<file path="config.mk">
export PLATFORM = sky130hd
export DESIGN_NAME = jesd_link_seq
export DESIGN_NICKNAME = d
export VERILOG_FILES = /design/src/rtl/jls_pkg.sv /design/src/rtl/jls_lmfc.sv /design/src/rtl/jls_ila_gen.sv /design/src/rtl/jesd_link_seq.sv
export SDC_FILE = /design/constraint.sdc
export NUM_CORES = 1
export LEC_CHECK = 0
export BUFFER_PORTS_ARGS = -buffer_cell sky130_fd_sc_hd__buf_4
export CAP_MARGIN = 20
export CORE_UTILIZATION = 50
export DETAILED_ROUTE_END_ITERATION = 16
export GPL_TIMING_DRIVEN = 0
export HOLD_SLACK_MARGIN = 0.15
export PLACE_DENSITY = 0.75
export RECOVER_POWER = 50
export SLEW_MARGIN = 20
export SYNTH_ARGS = -nofsm -noshare
export SYNTH_HDL_FRONTEND = slang
export SYNTH_SLANG_ARGS = --single-unit
</file>
<file path="constraint.sdc">
create_clock -name clk -period 4.9 [get_ports clk]
set_input_delay 0.49 -clock clk [delete_from_list [all_inputs] [get_ports clk]]
set_output_delay 0.49 -clock clk [all_outputs]
set_load 0.02 [all_outputs]
</file>
<file path="src/rtl/jls_pkg.sv">
package jls_pkg;

    typedef enum logic [1:0] {
        ST_SYNC = 2'd0,
        ST_WAIT = 2'd1,
        ST_ILA  = 2'd2,
        ST_DATA = 2'd3
    } jls_state_e;

    localparam logic [7:0] CH_COMMA    = 8'hBC;
    localparam logic [7:0] CH_ALT_TAIL = 8'h50;
    localparam logic [7:0] CH_MF_START = 8'h1C;
    localparam logic [7:0] CH_MF_END   = 8'h7C;
    localparam logic [7:0] CH_CFG_MARK = 8'h9C;

endpackage

</file>
<file path="src/rtl/jls_lmfc.sv">
module jls_lmfc #(
    parameter int FRM_W     = 5,
    parameter int KMIN_PAIR = 9,
    parameter int KMIN_QUAD = 8
) (
    input  logic             clk,
    input  logic             rst,
    input  logic             sysref,
    input  logic             f_quad,
    input  logic             force_en,
    input  logic [FRM_W-1:0] init_val,
    input  logic [FRM_W-1:0] k_m1_prog,
    output logic [1:0]       oct_idx,
    output logic [FRM_W-1:0] frm_idx,
    output logic [FRM_W-1:0] k_m1_eff,
    output logic             mf_last
);
    localparam logic [FRM_W-1:0] KM1_PAIR = FRM_W'(KMIN_PAIR - 1);
    localparam logic [FRM_W-1:0] KM1_QUAD = FRM_W'(KMIN_QUAD - 1);

    logic [1:0]       f_m1;
    logic [FRM_W-1:0] k_floor;
    logic             last_oct;
    logic             last_frm;

    assign f_m1     = f_quad ? 2'd3 : 2'd1;
    assign k_floor  = f_quad ? KM1_QUAD : KM1_PAIR;
    assign k_m1_eff = (k_m1_prog < k_floor) ? k_floor : k_m1_prog;
    assign last_oct = (oct_idx >= f_m1);
    assign last_frm = (frm_idx >= k_m1_eff);
    assign mf_last  = last_oct && last_frm;

    always_ff @(posedge clk) begin
        if (rst) begin
            oct_idx <= '0;
            frm_idx <= '0;
        end else if (sysref) begin
            oct_idx <= '0;
            frm_idx <= force_en ? init_val : '0;
        end else if (last_oct) begin
            oct_idx <= '0;
            frm_idx <= last_frm ? '0 : frm_idx + 1'b1;
        end else begin
            oct_idx <= oct_idx + 1'b1;
        end
    end
endmodule

</file>
<file path="src/rtl/jls_ila_gen.sv">
module jls_ila_gen #(
    parameter int FRM_W   = 5,
    parameter int LANE_W  = 5,
    parameter int CFG_LEN = 14
) (
    input  logic [1:0]        mf_idx,
    input  logic [1:0]        oct_idx,
    input  logic [FRM_W-1:0]  frm_idx,
    input  logic [FRM_W-1:0]  k_m1_eff,
    input  logic              f_quad,
    input  logic              mf_last,
    input  logic [7:0]        dev_id,
    input  logic [LANE_W-1:0] lane_id,
    output logic [7:0]        ila_octet,
    output logic              ila_is_k
);
    import jls_pkg::*;

    localparam int POS_W = FRM_W + 2;
    localparam int IDX_W = $clog2(CFG_LEN);

    logic [POS_W-1:0] pos;
    logic [POS_W-1:0] cfg_off;
    logic [IDX_W-1:0] cfg_idx;
    logic             in_cfg;
    logic [7:0]       cfg_tbl [CFG_LEN];
    logic [7:0]       csum;

    assign pos     = f_quad ? {frm_idx, oct_idx} : {1'b0, frm_idx, oct_idx[0]};
    assign cfg_off = pos - POS_W'(2);
    assign cfg_idx = IDX_W'(cfg_off);
    assign in_cfg  = (mf_idx == 2'd1) && (pos >= POS_W'(2)) && (pos < POS_W'(2 + CFG_LEN));

    always_comb begin
        for (int i = 0; i < CFG_LEN; i++) cfg_tbl[i] = 8'h00;
        cfg_tbl[0] = dev_id;
        cfg_tbl[1] = 8'(lane_id);
        cfg_tbl[2] = f_quad ? 8'd3 : 8'd1;
        cfg_tbl[3] = 8'(k_m1_eff);
        csum = 8'h00;
        for (int i = 0; i < CFG_LEN - 1; i++) csum = csum + cfg_tbl[i];
        cfg_tbl[CFG_LEN-1] = csum;
    end

    always_comb begin
        if (pos == '0) begin
            ila_octet = CH_MF_START;
            ila_is_k  = 1'b1;
        end else if (mf_last) begin
            ila_octet = CH_MF_END;
            ila_is_k  = 1'b1;
        end else if ((mf_idx == 2'd1) && (pos == POS_W'(1))) begin
            ila_octet = CH_CFG_MARK;
            ila_is_k  = 1'b1;
        end else if (in_cfg) begin
            ila_octet = cfg_tbl[cfg_idx];
            ila_is_k  = 1'b0;
        end else begin
            ila_octet = 8'(pos);
            ila_is_k  = 1'b0;
        end
    end
endmodule

</file>
<file path="src/rtl/jesd_link_seq.sv">
module jesd_link_seq #(
    parameter int FRM_W   = 5,
    parameter int LANE_W  = 5,
    parameter int DLY_W   = 2,
    parameter int ILA_MF  = 4,
    parameter int CFG_LEN = 14
) (
    input  logic              clk,
    input  logic              rst,
    input  logic              sync_req,
    input  logic              sysref,
    input  logic [7:0]        in_octet,
    input  logic              cfg_f_quad,
    input  logic [FRM_W-1:0]  cfg_k_m1,
    input  logic              cfg_lmfc_force,
    input  logic [FRM_W-1:0]  cfg_lmfc_init,
    input  logic [DLY_W-1:0]  cfg_ila_dly,
    input  logic              cfg_ila_skip,
    input  logic              cfg_alt_comma,
    input  logic [7:0]        cfg_dev_id,
    input  logic [LANE_W-1:0] cfg_lane_id,
    output logic [7:0]        tx_octet,
    output logic              tx_is_k
);
    import jls_pkg::*;

    localparam int MF_W = $clog2(ILA_MF);

    jls_state_e       st_q, st_d;
    logic [DLY_W-1:0] dly_q, dly_d;
    logic [MF_W-1:0]  mf_q, mf_d;
    logic [1:0]       oct_idx;
    logic [FRM_W-1:0] frm_idx;
    logic [FRM_W-1:0] k_m1_eff;
    logic             mf_last;
    logic [7:0]       ila_octet;
    logic             ila_is_k;
    logic [7:0]       oct_d;
    logic             isk_d;

    jls_lmfc #(.FRM_W(FRM_W)) u_lmfc (
        .clk       (clk),
        .rst       (rst),
        .sysref    (sysref),
        .f_quad    (cfg_f_quad),
        .force_en  (cfg_lmfc_force),
        .init_val  (cfg_lmfc_init),
        .k_m1_prog (cfg_k_m1),
        .oct_idx   (oct_idx),
        .frm_idx   (frm_idx),
        .k_m1_eff  (k_m1_eff),
        .mf_last   (mf_last)
    );

    jls_ila_gen #(.FRM_W(FRM_W), .LANE_W(LANE_W), .CFG_LEN(CFG_LEN)) u_ila (
        .mf_idx    (2'(mf_q)),
        .oct_idx   (oct_idx),
        .frm_idx   (frm_idx),
        .k_m1_eff  (k_m1_eff),
        .f_quad    (cfg_f_quad),
        .mf_last   (mf_last),
        .dev_id    (cfg_dev_id),
        .lane_id   (cfg_lane_id),
        .ila_octet (ila_octet),
        .ila_is_k  (ila_is_k)
    );

    // Next-state logic; a sync request overrides every state.
    always_comb begin
        st_d  = st_q;
        dly_d = dly_q;
        mf_d  = mf_q;
        if (sync_req) begin
            st_d = ST_SYNC;
        end else begin
            unique case (st_q)
                ST_SYNC: begin
                    dly_d = cfg_ila_dly;
                    mf_d  = '0;
                    st_d  = cfg_ila_skip ? ST_DATA : ST_WAIT;
                end
                ST_WAIT: begin
                    if (mf_last) begin
                        if (dly_q == '0) begin
                            st_d = ST_ILA;
                            mf_d = '0;
                        end else begin
                            dly_d = dly_q - 1'b1;
                        end
                    end
                end
                ST_ILA: begin
                    if (mf_last) begin
                        if (mf_q == MF_W'(ILA_MF - 1)) st_d = ST_DATA;
                        else                           mf_d = mf_q + 1'b1;
                    end
                end
                ST_DATA: begin
                    st_d = ST_DATA;
                end
            endcase
        end
    end

    always_ff @(posedge clk) begin
        if (rst) begin
            st_q  <= ST_SYNC;
            dly_q <= '0;
            mf_q  <= '0;
        end else begin
            st_q  <= st_d;
            dly_q <= dly_d;
            mf_q  <= mf_d;
        end
    end

    // Output selection from the current state, then one register stage.
    always_comb begin
        unique case (st_q)
            ST_SYNC, ST_WAIT: begin
                if (cfg_alt_comma && oct_idx[0]) begin
                    oct_d = CH_ALT_TAIL;
                    isk_d = 1'b0;
                end else begin
                    oct_d = CH_COMMA;
                    isk_d = 1'b1;
                end
            end
            ST_ILA: begin
                oct_d = ila_octet;
                isk_d = ila_is_k;
            end
            ST_DATA: begin
                oct_d = in_octet;
                isk_d = 1'b0;
            end
        endcase
    end

    always_ff @(posedge clk) begin
        if (rst) begin
            tx_octet <= CH_COMMA;
            tx_is_k  <= 1'b1;
        end else begin
            tx_octet <= oct_d;
            tx_is_k  <= isk_d;
        end
    end
endmodule

</file>
## Yosys cells after proc, flatten, opt, wreduce, memory -nomap -nowiden

Index checks and enable logic that the tools add are counted.

- Bits of input ports: 41
- Register bits after elaboration: 22
- Logic and storage cells: 89
- Output and inout bits: 9

- Bitwise operators: 2
- Order comparisons: 6
- $add $sub $neg: 8
- Equal/unequal tests: 12
- Mux-type cells: 37
- Reduce and logical (&&, ||, !) cells: 17

Operator list:

| kind | count |
|---|---|
| 8-bit two-way mux | 7 |
| 8-bit binary-select mux with 4-bit select | 1 |
| 2-bit two-way mux | 13 |
| 5-bit two-way mux | 5 |
| 8-bit case mux with 3 select lines | 1 |
| 8-bit by 5-bit adder with 8-bit output | 2 |
| 2-bit != test (second input constant) | 6 |
| 8-bit adder | 1 |
| 2-bit case mux with 4 select lines | 1 |
| 4-bit AND reduction | 2 |
| 7-bit by 1-bit equality test with 1-bit output (second input constant) | 1 |
| 7-bit by 2-bit >= comparator with 1-bit output (second input constant) | 1 |
| 7-bit zero test | 1 |
| 7-bit by 5-bit less-than comparator with 1-bit output (second input constant) | 1 |
| 7-bit two-way mux | 1 |
| 2-bit equality test (second input constant) | 3 |
| 2-bit case mux with 3 select lines | 1 |
| 6-bit AND reduction | 1 |
| 5-bit by 1-bit adder with 5-bit output (second input constant) | 1 |
| 5-bit >= comparator | 1 |
| 5-bit >= comparator (second input constant) | 1 |
| 1-bit logical AND | 5 |
| 5-bit less-than comparator | 1 |
| 4-bit NOT with 5-bit output | 1 |
| other kinds (15) | 23 |

## Logic depth before layout (Yosys ltp)

- Depth in word-level cells: 12
- Mapped depth: 18
- Depth with buffers taken out: 16

## Cells and area by module

From an unflattened synthesis, not the netlist that was laid out.

- Cells, all modules: 319
- Area, all modules: 2521.2 µm²

Modules (own cells, without submodules):

| module | times used | seq. area each (µm²) | cells each | area an instance (µm²) |
|---|---|---|---|---|
| jls_ila_gen | 1 | 0.0 | 165 | 1161.1 |
| jesd_link_seq | 1 | 300.3 | 78 | 699.4 |
| jls_lmfc | 1 | 140.1 | 76 | 660.6 |

## Worst setup path after synthesis

Ideal clock, no wire load.

- Path type: input port to flip-flop
- From: input cfg_f_quad
- To: register tx_octet[7]
- Data required time: 4.780 ns
- Arrival: 4.155 ns
- Buffers on the path: 2
- Library setup time: 0.120 ns
- Slack: 0.625 ns
- Stages: 18
- Path through: buf_4 > buf_2 > inv_1 > ha_1 > or4_1 > a2bb2oi_1 > a21boi_2 > inv_1 > fa_1 > ha_1 > inv_1 > fa_1 > nor2b_1 > o31a_1 > o21ai_0 > a32o_1 > a211oi_1 > nor2_1

- Longest elaborated chain between the ends: 12
- Elaborated cells between the ends (all ways): 28
- Classes of those cells: 3 x add/sub; 5 x order compare; 1 x eq/ne; 13 x mux; 1 x bitwise; 5 x reduce/logical

RTL lines:

| item | line | RTL |
|---|---|---|
| from (decl) | jesd_link_seq.sv:13 | `input logic cfg_f_quad,` |
| parallel branches: the longest is 10 deep, another holds 8-bit adder | -- |  |
| 8-bit two-way mux (*) | jls_ila_gen.sv:46 | `if (pos == '0) begin` |
| 8-bit case mux with 3 select lines (*) | jesd_link_seq.sv:119 | `unique case (st_q)` |
| to (signal assigned) | jesd_link_seq.sv:145 | `tx_octet <= oct_d;` |
| to (decl) | jesd_link_seq.sv:22 | `output logic [7:0] tx_octet,` |

Mark *: on every way between the ends. The select of a mux whose other input is x is not followed.
A chain may end at the register's enable or synchronous reset.

## Final worst setup path

Same ends and word-level chain as after synthesis.

==> summary.txt <==
Run status
  • Run status: finished clean

Global routing
  • Grt ovf: 0
  • Vias in the first global route: 2337
  • Initial antenna violation count: 0
  • Largest net degree at the start of global routing: 13
  • Gr usage total: 0.262
  • First-pass GRT wire length: 10700 µm

Routing
  • Max Used Layer: met4
  • Via count: 2397
  • Routed wl met2: 2830 µm
  • DR pass1 iterations: 10
  • Post-DRT Antenna Nets: 0
  • Vias per cell: 5.95
  • Residual DRC: 0
  • 1st-iter DRT viols: 142
  • Metal1 wirelength: 2920 µm
  • Routed length on met3: 294 µm
  • Wirelength per Cell: 15.2 µm
  • WL final: 6110 µm

Clock network
  • Root buf cell: clkbuf_8
  • Cts repair resizes: 0
  • Post-CTS Setup Inserts: 0
  • CTS Buf Count: 3
  • Clock transition at path regs: 0.08 ns
  • Clk sink count: 22
  • CTS H-Tree Depth: 1
  • Clock Tree Buf Depth: 2
  • Clock latency on the worst-skew pair: 0.26 ns
  • CTS tree: yes
  • Hold_buf cts: 0

Min path
  • Worst hold endpoint: tx_octet[1]
  • HP Class: input port to flip-flop
  • WHS Path Cells: 2
  • Hold wc startpoint: in_octet[1]

Worst setup path
  • CP max-delay cell: or4_1
  • CP Cell Sequence: buf_4 > buf_4 > buf_2 > inv_1 > ha_1 > or4_1 > a2bb2oi_1 > a21boi_2 > inv_1 > fa_1 > ha_1 > inv_1 > fa_1 > nor2b_1 > o31a_1 > o21ai_0 > a32o_1 > a211oi_1 > nor2_1
  • CP max stage delay: 0.52 ns
  • WP data arrival: 4.78 ns
  • Worst Reg-to-Reg Cells: 10
  • Reg-to-reg startpoint: u_lmfc.frm_idx[0]
  • Worst Setup Start Kind: input port
  • Critical Path RT: 5.05 ns
  • Crit path capture type: flip-flop
  • R2r setup slk: 2.11 ns
  • Most frequent cell on the critical path: inv_1
  • Crit path max fanout: 10
  • Setup Crit Path Kind: input port to flip-flop
  • R2r endpoint: tx_octet[4]

Yosys
  • Ys flop type: dfxtp_1
  • YS warnings: 0
  • Area contributors post-synth: dfxtp_1 (19%), ha_1 (14%), fa_1 (5.1%)
  • Post-synth EDFFs: 0
  • Post-synth top area share: 0.186
  • Synth cell count leaders: inv_1 (27), ha_1 (26), nor2_1 (24), dfxtp_1 (22), a21oi_1 (21)
  • Post-synthesis cell area: 2370 µm²
  • Post-Syn Nets: 373
  • Post-synth top area cell: dfxtp_1
  • Top-count cell post-synth: inv_1
  • Syn_area_per_cell: 7.89 µm²
  • Sequential share of the synthesized area: 0.186
  • Number of distinct library cells after synthesis: 66
  • Ys async rst share: 0
  • Cells after Synth: 300
  • #FFs+latches synth: 22

STA
  • Tcrit/Tclk final: 0.944
  • Slew HR: 0.623
  • Fin. Hold Viols: 0
  • RSZ-0062 raised after global routing: false
  • Final slew viol count: 0
  • Layout Skew: 0.00175 ns
  • Final setup fails: 0
  • Final min period: 4.62 ns
  • Setup TNS Final: 0 ns
  • Final worst slack: 0.276 ns
  • Least-Margin Pin Slew: 0.560 ns
  • Fmax: 216 MHz

Job
  • Total of max-cap violations: 0

Final layout
  • Fin area: 2800 µm²
  • Fill cell count: 429
  • Antenna cells: 0
  • Final net count: 425
  • Ratio of cells with drive above 1 in the final layout: 0.174
  • Area delta synth->final: 18.2%

Die
  • Initial Utilization: 0.532
  • Core box area: 4440 µm²
  • I/O Pins: 50
  • Die ar.: 5010 µm²
  • # rows: 24
  • Die Y: 70.8 µm
  • Width of the die: 70.8 µm

Place
  • Routability cong.: 0.829
  • PortBufs: 47
  • Placed cell area: 2780 µm²
  • Place WS: 0.0460 ns
  • Hpwl dp: 4880 µm

Power and ir drop
  • Leak: 0.00125 µW
  • Worst vdd ir: 169 µV
  • Pwr dens: 228 nW/µm²
[registers in the layout, summed over array words and instances (netlist names)]
| register | count |
|---|---|
| dly_q | 2 |
| mf_q | 2 |
| st_q | 2 |
| tx_is_k | 1 |
| tx_octet | 8 |
| u_lmfc.frm_idx | 5 |
| u_lmfc.oct_idx | 2 |
[placed cells by master, fill, tap and decap left out, types with 3 or more instances in the layout]
master	count
dfxtp_1	22
o31ai_1	3
xnor2_1	3
a21oi_1	21
buf_2	4
or2_2	3
o21bai_1	3
ha_1	26
a211oi_1	8
a21o_1	7
inv_1	27
nor2b_1	4
nor3_1	8
buf_4	39
mux2i_1	5
nand2b_1	5
nand2_1	17
clkbuf_1	16
a311oi_1	5
o21ai_0	19
clkbuf_8	4
fa_1	6
nor2_1	24
o21a_1	5
nand3_1	12
a31oi_1	4
a32oi_1	3
[cell families after synthesis]
kind of cell	Yosys count	share of synthesized area
mux	9	0.0444
xor+xnor	4	0.0148
flops	22	0.186
buf+inv	41	0.0719
fa+ha+maj	32	0.188
simple gates	87	0.185
compound gates	105	0.309
[critical path: cells and delay by family]
family / cells / cell delay (ns)
buffers and inverters: 6 / 0.83
adders and majority gates: 4 / 1.47
and+or+nand+nor: 3 / 0.75
AOI/OAI and AO/OA: 6 / 1.23
[per-stage QoR]
step                total power [µW]  utilization  cells  hold WS [ns]
detailed placement               512        0.626    399         0.485
global route                     691        0.630    403         0.432
CTS                              642        0.639    403         0.433
global placement                 504        0.626    399         0.482
finish                           638        0.630    403         0.431
floorplan                        424            -    300         0.460
[where the power goes]
part | leakage, µW | internal [µW] | switching, µW
combinational | 0.00104 | 138 | 170
clock | 0.0000288 | 71.6 | 58.5
sequential | 0.000180 | 189 | 10.3
[worst max-delay path by stage]
stage                   to  slack, ns  cells after the start        from
2_1_floorplan  tx_octet[7]       0.63                     18  cfg_f_quad
3_3_place_gp   tx_octet[7]       0.11                     19  cfg_f_quad
3_5_place_dp   tx_octet[7]       0.05                     19  cfg_f_quad
4_1_cts        tx_octet[7]       0.31                     19  cfg_f_quad
5_1_grt        tx_octet[7]       0.03                     19  cfg_f_quad
6_report       tx_octet[7]       0.28                     19  cfg_f_quad
[area by class of cell]
type	instances	area, µm²	share of cell area
plain buffers	13	65.1	0.0233
clock buffers	4	55.1	0.0197
inverters	28	105	0.0376
multi-input cells	237	1750	0.625
flip-flops and latches	22	440	0.157
well taps	52	65.1	0.0233
repair buffers	47	319	0.114
[per-layer routing]
| metal | vias to the layer above | GRT usage |
|---|---|---|
| li1 | 1213 | - |
| met2 | 60 | 0.443 |
| met1 | 1116 | 0.363 |
| met4 | 0 | 0.0467 |
| met3 | 8 | 0.0328 |
| met5 | - | 0 |
Note: power is estimated with default switching activity, not from simulation.
